==> config.mk <==
export PLATFORM = sky130hd
export DESIGN_NAME = mon_counter_bank
export DESIGN_NICKNAME = d
export VERILOG_FILES = /design/src/rtl/mon_pkg.sv /design/src/rtl/mon_interval_timer.sv /design/src/rtl/mon_sat_counter.sv /design/src/rtl/mon_serial_port.sv /design/src/rtl/mon_counter_bank.sv
export SDC_FILE = /design/constraint.sdc
export NUM_CORES = 1
export LEC_CHECK = 0
export ABC_AREA = 1
export CORE_MARGIN = 5
export CORE_UTILIZATION = 30
export DETAILED_ROUTE_END_ITERATION = 12
export PLACE_DENSITY_LB_ADDON = 0.25
export SLEW_MARGIN = 20
export SYNTH_ARGS = -nofsm -noshare
export SYNTH_HDL_FRONTEND = slang
export SYNTH_SLANG_ARGS = --single-unit
==> constraint.sdc <==
create_clock -name clk -period 3.1 [get_ports clk]
set_input_delay 0.62 -clock clk [delete_from_list [all_inputs] [get_ports clk]]
set_output_delay 0.62 -clock clk [all_outputs]
set_load 0.02 [all_outputs]
==> src/rtl/mon_pkg.sv <==
package mon_pkg;

  // Per-cycle command applied to every counter of the bank
  typedef enum logic [2:0] {
    CO_IDLE  = 3'd0,  // hold value
    CO_COUNT = 3'd1,  // normal mode: advance on own strobe
    CO_ROLL  = 3'd2,  // interval end: move to hold, restart
    CO_LOAD  = 3'd3,  // test: take preset from serial image
    CO_STEP  = 3'd4   // test: collective increment
  } cnt_op_e;

  // Saturating increment of a w-bit value carried in 64 bits
  function automatic logic [63:0] sat_step(input logic [63:0] v, input int unsigned w);
    logic [63:0] ceiling;
    ceiling = (64'd1 << w) - 64'd1;
    return (v >= ceiling) ? ceiling : v + 64'd1;
  endfunction

  // Bit position of the LSB of counter idx in the flat image:
  // counter 0 sits at the top, wide counters before narrow ones
  function automatic int unsigned field_lsb(input int unsigned idx, input int unsigned nw,
                                            input int unsigned nn, input int unsigned ww,
                                            input int unsigned wn);
    int unsigned total;
    total = nw * ww + nn * wn;
    if (idx < nw) return total - (idx + 1) * ww;
    return total - nw * ww - (idx - nw + 1) * wn;
  endfunction

endpackage

==> src/rtl/mon_interval_timer.sv <==
module mon_interval_timer #(
  parameter int unsigned CYCLES = 20_000_000
) (
  input  logic clk,
  input  logic rst_n,
  input  logic run_i,
  output logic tick_o
);
  localparam int unsigned CW = (CYCLES > 1) ? $clog2(CYCLES) : 1;
  localparam logic [CW-1:0] LAST = CW'(CYCLES - 1);

  logic [CW-1:0] count_q;

  assign tick_o = run_i && (count_q == LAST);

  always_ff @(posedge clk or negedge rst_n) begin
    if (!rst_n)      count_q <= '0;
    else if (!run_i) count_q <= '0;
    else if (tick_o) count_q <= '0;
    else             count_q <= count_q + 1'b1;
  end
endmodule

==> src/rtl/mon_sat_counter.sv <==
module mon_sat_counter
  import mon_pkg::*;
#(
  parameter int unsigned W = 16
) (
  input  logic         clk,
  input  logic         rst_n,
  input  cnt_op_e      op_i,
  input  logic         strobe_i,
  input  logic [W-1:0] preset_i,
  output logic [W-1:0] count_o,
  output logic [W-1:0] hold_o
);
  logic [W-1:0] cnt_q, hold_q, cnt_sat;

  assign cnt_sat = W'(sat_step(64'(cnt_q), W));

  always_ff @(posedge clk or negedge rst_n) begin
    if (!rst_n) begin
      cnt_q  <= '0;
      hold_q <= '0;
    end else begin
      case (op_i)
        CO_COUNT: if (strobe_i) cnt_q <= cnt_sat;
        CO_ROLL: begin
          hold_q <= cnt_q;
          cnt_q  <= W'(strobe_i);
        end
        CO_LOAD: cnt_q <= preset_i;
        CO_STEP: cnt_q <= cnt_sat;
        default: cnt_q <= cnt_q;
      endcase
    end
  end

  assign count_o = cnt_q;
  assign hold_o  = hold_q;
endmodule

==> src/rtl/mon_serial_port.sv <==
module mon_serial_port #(
  parameter int unsigned TW = 96
) (
  input  logic          clk,
  input  logic          rst_n,
  input  logic          capture_i,
  input  logic          shift_i,
  input  logic          sdi_i,
  input  logic [TW-1:0] par_i,
  output logic [TW-1:0] par_o,
  output logic          sdo_o
);
  logic [TW-1:0] sreg_q;

  always_ff @(posedge clk or negedge rst_n) begin
    if (!rst_n)         sreg_q <= '0;
    else if (capture_i) sreg_q <= par_i;
    else if (shift_i)   sreg_q <= {sreg_q[TW-2:0], sdi_i};
  end

  assign par_o = sreg_q;
  assign sdo_o = sreg_q[TW-1];
endmodule

==> src/rtl/mon_counter_bank.sv <==
module mon_counter_bank
  import mon_pkg::*;
#(
  parameter int unsigned N_WIDE          = 2,
  parameter int unsigned N_NARROW        = 3,
  parameter int unsigned W_WIDE          = 24,
  parameter int unsigned W_NARROW        = 16,
  parameter int unsigned INTERVAL_CYCLES = 20_000_000
) (
  input  logic                                      clk,
  input  logic                                      rst_n,
  input  logic                                      test_mode_i,
  input  logic [N_WIDE+N_NARROW-1:0]                strobe_i,
  input  logic                                      tst_load_i,
  input  logic                                      tst_step_i,
  input  logic                                      tst_capture_i,
  input  logic                                      sh_en_i,
  input  logic                                      sh_din_i,
  output logic                                      sh_dout_o,
  output logic                                      interval_end_o,
  output logic [N_WIDE*W_WIDE+N_NARROW*W_NARROW-1:0] held_o
);
  localparam int unsigned N_CNT   = N_WIDE + N_NARROW;
  localparam int unsigned TOTAL_W = N_WIDE * W_WIDE + N_NARROW * W_NARROW;

  // Named internal events, observed by the bound checker
  logic               ivl_tick;
  logic               cap_en;
  cnt_op_e            cnt_op;
  logic [TOTAL_W-1:0] cnt_flat;
  logic [TOTAL_W-1:0] hold_flat;
  logic [TOTAL_W-1:0] shreg;

  mon_interval_timer #(.CYCLES(INTERVAL_CYCLES)) i_timer (
    .clk    (clk),
    .rst_n  (rst_n),
    .run_i  (!test_mode_i),
    .tick_o (ivl_tick)
  );

  always_comb begin
    if (!test_mode_i)    cnt_op = ivl_tick ? CO_ROLL : CO_COUNT;
    else if (tst_load_i) cnt_op = CO_LOAD;
    else if (tst_step_i) cnt_op = CO_STEP;
    else                 cnt_op = CO_IDLE;
  end

  assign cap_en = test_mode_i && tst_capture_i;

  for (genvar i = 0; i < N_WIDE; i++) begin : g_wide
    localparam int unsigned LSB = field_lsb(i, N_WIDE, N_NARROW, W_WIDE, W_NARROW);
    mon_sat_counter #(.W(W_WIDE)) i_cnt (
      .clk      (clk),
      .rst_n    (rst_n),
      .op_i     (cnt_op),
      .strobe_i (strobe_i[i]),
      .preset_i (shreg[LSB +: W_WIDE]),
      .count_o  (cnt_flat[LSB +: W_WIDE]),
      .hold_o   (hold_flat[LSB +: W_WIDE])
    );
  end

  for (genvar j = 0; j < N_NARROW; j++) begin : g_narrow
    localparam int unsigned LSB = field_lsb(N_WIDE + j, N_WIDE, N_NARROW, W_WIDE, W_NARROW);
    mon_sat_counter #(.W(W_NARROW)) i_cnt (
      .clk      (clk),
      .rst_n    (rst_n),
      .op_i     (cnt_op),
      .strobe_i (strobe_i[N_WIDE + j]),
      .preset_i (shreg[LSB +: W_NARROW]),
      .count_o  (cnt_flat[LSB +: W_NARROW]),
      .hold_o   (hold_flat[LSB +: W_NARROW])
    );
  end

  mon_serial_port #(.TW(TOTAL_W)) i_port (
    .clk       (clk),
    .rst_n     (rst_n),
    .capture_i (cap_en),
    .shift_i   (sh_en_i),
    .sdi_i     (sh_din_i),
    .par_i     (cnt_flat),
    .par_o     (shreg),
    .sdo_o     (sh_dout_o)
  );

  assign interval_end_o = ivl_tick;
  assign held_o         = hold_flat;

  if (N_CNT == 0) begin : g_bad_cfg
    $error("counter bank needs at least one counter");
  end
endmodule

[Word level (Yosys, flattened, before mapping)]
Cells that the tools add are included.
Word-level totals
  logic and storage cells: 66
  bits in registers: 313
  input port bits: 13
  output and inout bits: 98
Operators by class
  reductions and logical operators: 10
  equal/unequal tests: 10
  add/subtract/negate cells: 6
  multiplexer cells: 23
  order comparisons: 5
Operators by type and width (number)
  two-way mux 96 bit: 2
  one-hot mux 16 bit (4 select lines): 3
  one-hot mux 24 bit (4 select lines): 2
  two-way mux 16 bit: 6
  two-way mux 24 bit: 4
  two-way mux 25 bit: 2
  adder 16 x 1 -> 16 bit (second input constant): 3
  adder 24 x 1 -> 24 bit (second input constant): 2
  greater-or-equal comparator 16 bit (second input constant): 3
  greater-or-equal comparator 24 bit (second input constant): 2
  adder 25 x 1 -> 25 bit (second input constant): 1
  == test 25 bit (second input constant): 1
  != test 2 bit (second input constant): 5
  AND reduction 2 bit: 5
  two-way mux 3 bit: 3
  == test 3 x 2 -> 1 bit (second input constant): 2
  nonzero test 4 bit: 1
  == test 3 x 1 -> 1 bit (second input constant): 1
  == test 3 bit (second input constant): 1
  logical AND 1 bit: 2
  two-way mux 2 bit: 1
  nonzero test 2 bit: 1
  logical NOT 1 bit: 1

[Logic depth before layout (Yosys ltp)]
  depth after elaboration: 7
  gate-level depth with buffers: 13
  mapped depth without buffers: 12

[By module]
Synthesis repeated with hierarchy kept, for this count alone.
Unflattened totals
  cell total of the unflattened synthesis: 2186
  area total of the unflattened synthesis: 17040.1 um2
Modules (own cells, without submodules)
  mon_sat_counter (g_wide[0].i_cnt ...): area an instance 2785.2 um2, seq. area each 1201.2 um2, instances 2, cells an instance 374
  mon_sat_counter (g_narrow[0].i_cnt ...): area an instance 1833.0 um2, seq. area each 800.8 um2, instances 3, cells an instance 233
  mon_serial_port: area an instance 4391.7 um2, seq. area each 2402.3 um2, instances 1, cells an instance 525
  mon_interval_timer: area an instance 1537.7 um2, seq. area each 625.6 um2, instances 1, cells an instance 204
  mon_counter_bank: area an instance 41.3 um2, seq. area each 0.0 um2, instances 1, cells an instance 10

[Worst setup path before layout]
OpenSTA, ideal clock, no wires.
  path kind: register to output
  start point: reg i_timer.count_q[18]
  end point: out interval_end_o
  data arrival time: 1.521 ns
  stages on the path, launching flop included: 5
  data required time: 2.480 ns
  buffers on the path: 0
  path slack: 0.959 ns
  path through: dfrtp_1 > inv_1 > nand3_1 > or3_1 > nor4_1
Between the ends
  longest elaborated chain between the ends: 2
Ends and longest elaborated chain
  start: declaration: line mon_interval_timer.sv:12  | logic [CW-1:0] count_q;
  start signal: assignment: line mon_interval_timer.sv:20  | else count_q <= count_q + 1'b1;
  == test 25 bit: line mon_interval_timer.sv:14  | assign tick_o = run_i && (count_q == LAST);
  logical AND 1 bit: line mon_interval_timer.sv:14
  end: declaration: line mon_counter_bank.sv:20  | output logic interval_end_o,
Every way passes these cells.

[Worst setup path in the final report]
  start point: reg i_timer.count_q[0]
  end point: out interval_end_o
The elaborated chain is that of the path after synthesis.

==> reports/results.ini <==
[logic_synthesis]
synthesis.nets = 2376
synth_ff_type = dfrtp_1
synthesis.area_um2 = 16800
yosys-top-cells-area = dfrtp_1 47%, nand2_1 21%, nand3_1 9.7%, o211ai_1 4.3%, inv_1 3.7%
synth_edf_count = 0
synth_top_area_cell = dfrtp_1
synthAdderAreaFrac = 0.00448
synthXorXnorAreaFrac = 0.00522
async_flop_share = 1.00
synth-seq-cells = 313
ys_warn_count = 0
synth_cell_type_count = 32
yosysSeqAreaShare = 0.467
syn_inst = 2357
synth_mux_area_frac = 0
syn_avg_cell_area_um2 = 7.11
synth_top_family_by_area = simple AND/OR/NAND/NOR gates
synth-compound-area-share = 0.0936
synthSimpleGateAreaFrac = 0.361
synth_top_area_frac = 0.467

[route]
detail_route.wl_per_cell_um = 15.9
m1WireLength_um = 23700
ant_nets = 0
drt_iter0_markers = 1149
drt-total-wl_um = 50800
drc_errors = 0
dr_wl_met2_um = 23700
num_vias = 15600
dr_wl_met3_um = 2480
dr.pass1.iters = 6
top_layer = met4
routed_via_density = 4.87

[global_route]
grt_max_degree = 100
antenna_found_initial = 2
grt_overflow_total = 0
grt_pass1_vias = 15400
track_usage = 0.167
grt_pass1_wl_um = 83800

[timing]
hold_viol_final = 0
fmax_mhz = 349
setup_viol = 0
min_period_ns = 2.86
finalSetupTns_ns = 0
rsz0062_at_grt = false
fin_skew_ns = 0.0291
fin_hold_ws_ns = 0.0917
drv_slew = 0
tightest_slew_ns = 0.882
max-slew-margin-rel = 0.411
fin_crit_sh = 0.923

[clocking]
cts_made_buffers = 38
clockBufferDepth = 3
cts.htree.levels = 2
clk_latency_ns = 0.55
cts_tree = built
postCtsSetupBuffers = 0
clock-sinks = 313
clkSlewWorstSetupHoldPaths_ns = 0.06
cts_root_buf = clkbuf_16

[floorplan]
start_util = 0.304
dieWidth_um = 246
dieArea_um2 = 60700
num_rows = 86
ios = 111
coreArea_um2 = 55200
die_h_um = 246

[critical_path]
critPathCaptureType = primary output
start_kind = flip-flop
rr_worst_depth = 9
r2r_setup_slack_ns = 0.68
cp.arrival_ns = 2.24
r2r_start = i_timer.count_q[0]
worstSetupPathType = flip-flop to primary output
critPathMaxFanout = 4
crit_required_ns = 2.48
r2r_end = g_wide[0].i_cnt.count_o[2]

[final_layout]
nFillCells = 5804
areaGrowthSynthToFinish_pct = 19.7
final_util = 0.364
layout-drive-gt1-share = 0.0485
nNetsFinal = 2444

[placed_design]
port_buffers = 110
dpl.hpwl_um = 34300
gp_congestion = 0.887

[power_and_ir_drop]
power_frac_clock = 0.424
p_seq_frac = 0.439
p_leak_uw = 0.00916
powerDensity_nw_per_um2 = 560
power.share.switching = 0.290
p_int_uw = 7990
power_switching_uw = 3260
combPwrFrac = 0.138
vdd_drop_max_uv = 293

[job]
maxCapViolCount = 0

[run_status]
status = finished clean

[hold_path]
hp-class = input pin to async pin

## critical path, stage by stage (launching register included)
cell,delay (ns)
dfrtp_1,0.37
ha_1,0.21
nand3_1,0.17
inv_1,0.08
nand2_1,0.13
nor4_4,0.36
dlygate4sd2_1,0.38
## power by group through the flow
stage          Sequential (uW)  Combinational (uW)  Clock (uW)
2_1_floorplan             4880                1090           0
3_5_place_dp              5000                1570           0
3_3_place_gp              4990                1540           0
4_1_cts                   4930                1580        4920
5_1_grt                   5000                1800        5050
6_report                  4940                1550        4770
## registers in the layout (all words and copies together) (netlist names)
register and count:
g_wide.i_cnt.hold_o 48, i_timer.count_q 25, g_narrow.i_cnt.count_o 48, g_narrow.i_cnt.hold_o 48, i_port.par_o 96, g_wide.i_cnt.count_o 48
## timing repair
| item | CTS | global route |
|---|---|---|
| hold endpoints to repair | 0 | 0 |
| endpoints found under the setup margin | 1 | 0 |
| hold buffers | 0 | 0 |
| resized for setup | 3 | 0 |
## synthesized netlist by cell type (2+ instances only)
cell / n
o211ai_1: 95
clkinv_1: 2
clkbuf_1: 98
buf_6: 5
o21ai_1: 20
o21ai_2: 5
inv_2: 7
xor2_1: 9
nor3_1: 21
o21a_1: 2
and2_1: 2
nand2_1: 950
o21ai_0: 121
nand4_1: 22
dfrtp_1: 313
a21oi_1: 14
buf_1: 5
ha_1: 6
nand3_1: 325
inv_1: 166
or2_2: 2
buf_2: 9
nor2_1: 149
## cell families after synthesis
family | count (synthesis)
compound gates | 259
xor+xnor | 10
fa+ha+maj | 6
buf+inv | 292
flops | 313
simple gates | 1477
## worst max path at each step
stage | start | endpoint | slack, ns | cells after the start
2_1_floorplan | i_timer.count_q[18] | interval_end_o | 0.96 | 4
3_3_place_gp | test_mode_i | interval_end_o | -0.11 | 3
3_5_place_dp | test_mode_i | interval_end_o | -0.11 | 3
4_1_cts | i_timer.count_q[0] | interval_end_o | 0.17 | 6
5_1_grt | i_timer.count_q[0] | interval_end_o | 0.07 | 6
6_report | i_timer.count_q[0] | interval_end_o | 0.24 | 6
## layout by cell type, fill, tap and decap left out, types with 2 or more instances in the layout
master and n:
a21oi_1 14, and2_1 2, buf_12 10, buf_4 26, bufinv_16 6, clkbuf_1 9, clkbuf_16 39, clkbuf_8 6
clkdlybuf4s50_1 107, clkinv_2 6, clkinvlp_4 2, dfrtp_1 313, diode_2 2, ha_1 6, inv_1 166, inv_2 8
nand2_1 948, nand2_4 3, nand3_1 325, nand4_1 22, nor2_1 149, nor3_1 21, o211ai_1 95, o21a_1 2
o21ai_0 121, o21ai_1 20, o21ai_2 5, or2_2 2, xor2_1 9
## cell type report
type	instances	area [um2]	share of cell area
timing repair buffer	145	1490	0.0742
antenna	2	5.00	0.000249
multi-input combinational	1752	7830	0.390
inverter	175	658	0.0328
sequential	313	7830	0.390
clock inverter	15	238	0.0118
clock buffer	54	1090	0.0544
tap	748	936	0.0466
## layer usage
layer | global-route usage | vias to the layer above
li1 | - | 7760
met1 | 0.229 | 7511
met2 | 0.273 | 284
met3 | 0.0270 | 55
met4 | 0.0461 | 0
met5 | 0 | -
## metrics by stage
step,cell area [um2],cells,setup slack (ns),total power [uW]
finish,20100,3204,0.238,11300
floorplan,16800,2357,0.959,5970
CTS,20100,3202,0.171,11400
global placement,18700,3133,-0.113,6530
detailed placement,18700,3133,-0.107,6570
global route,20100,3204,0.0683,11900
(Power assumes the default switching activity.)
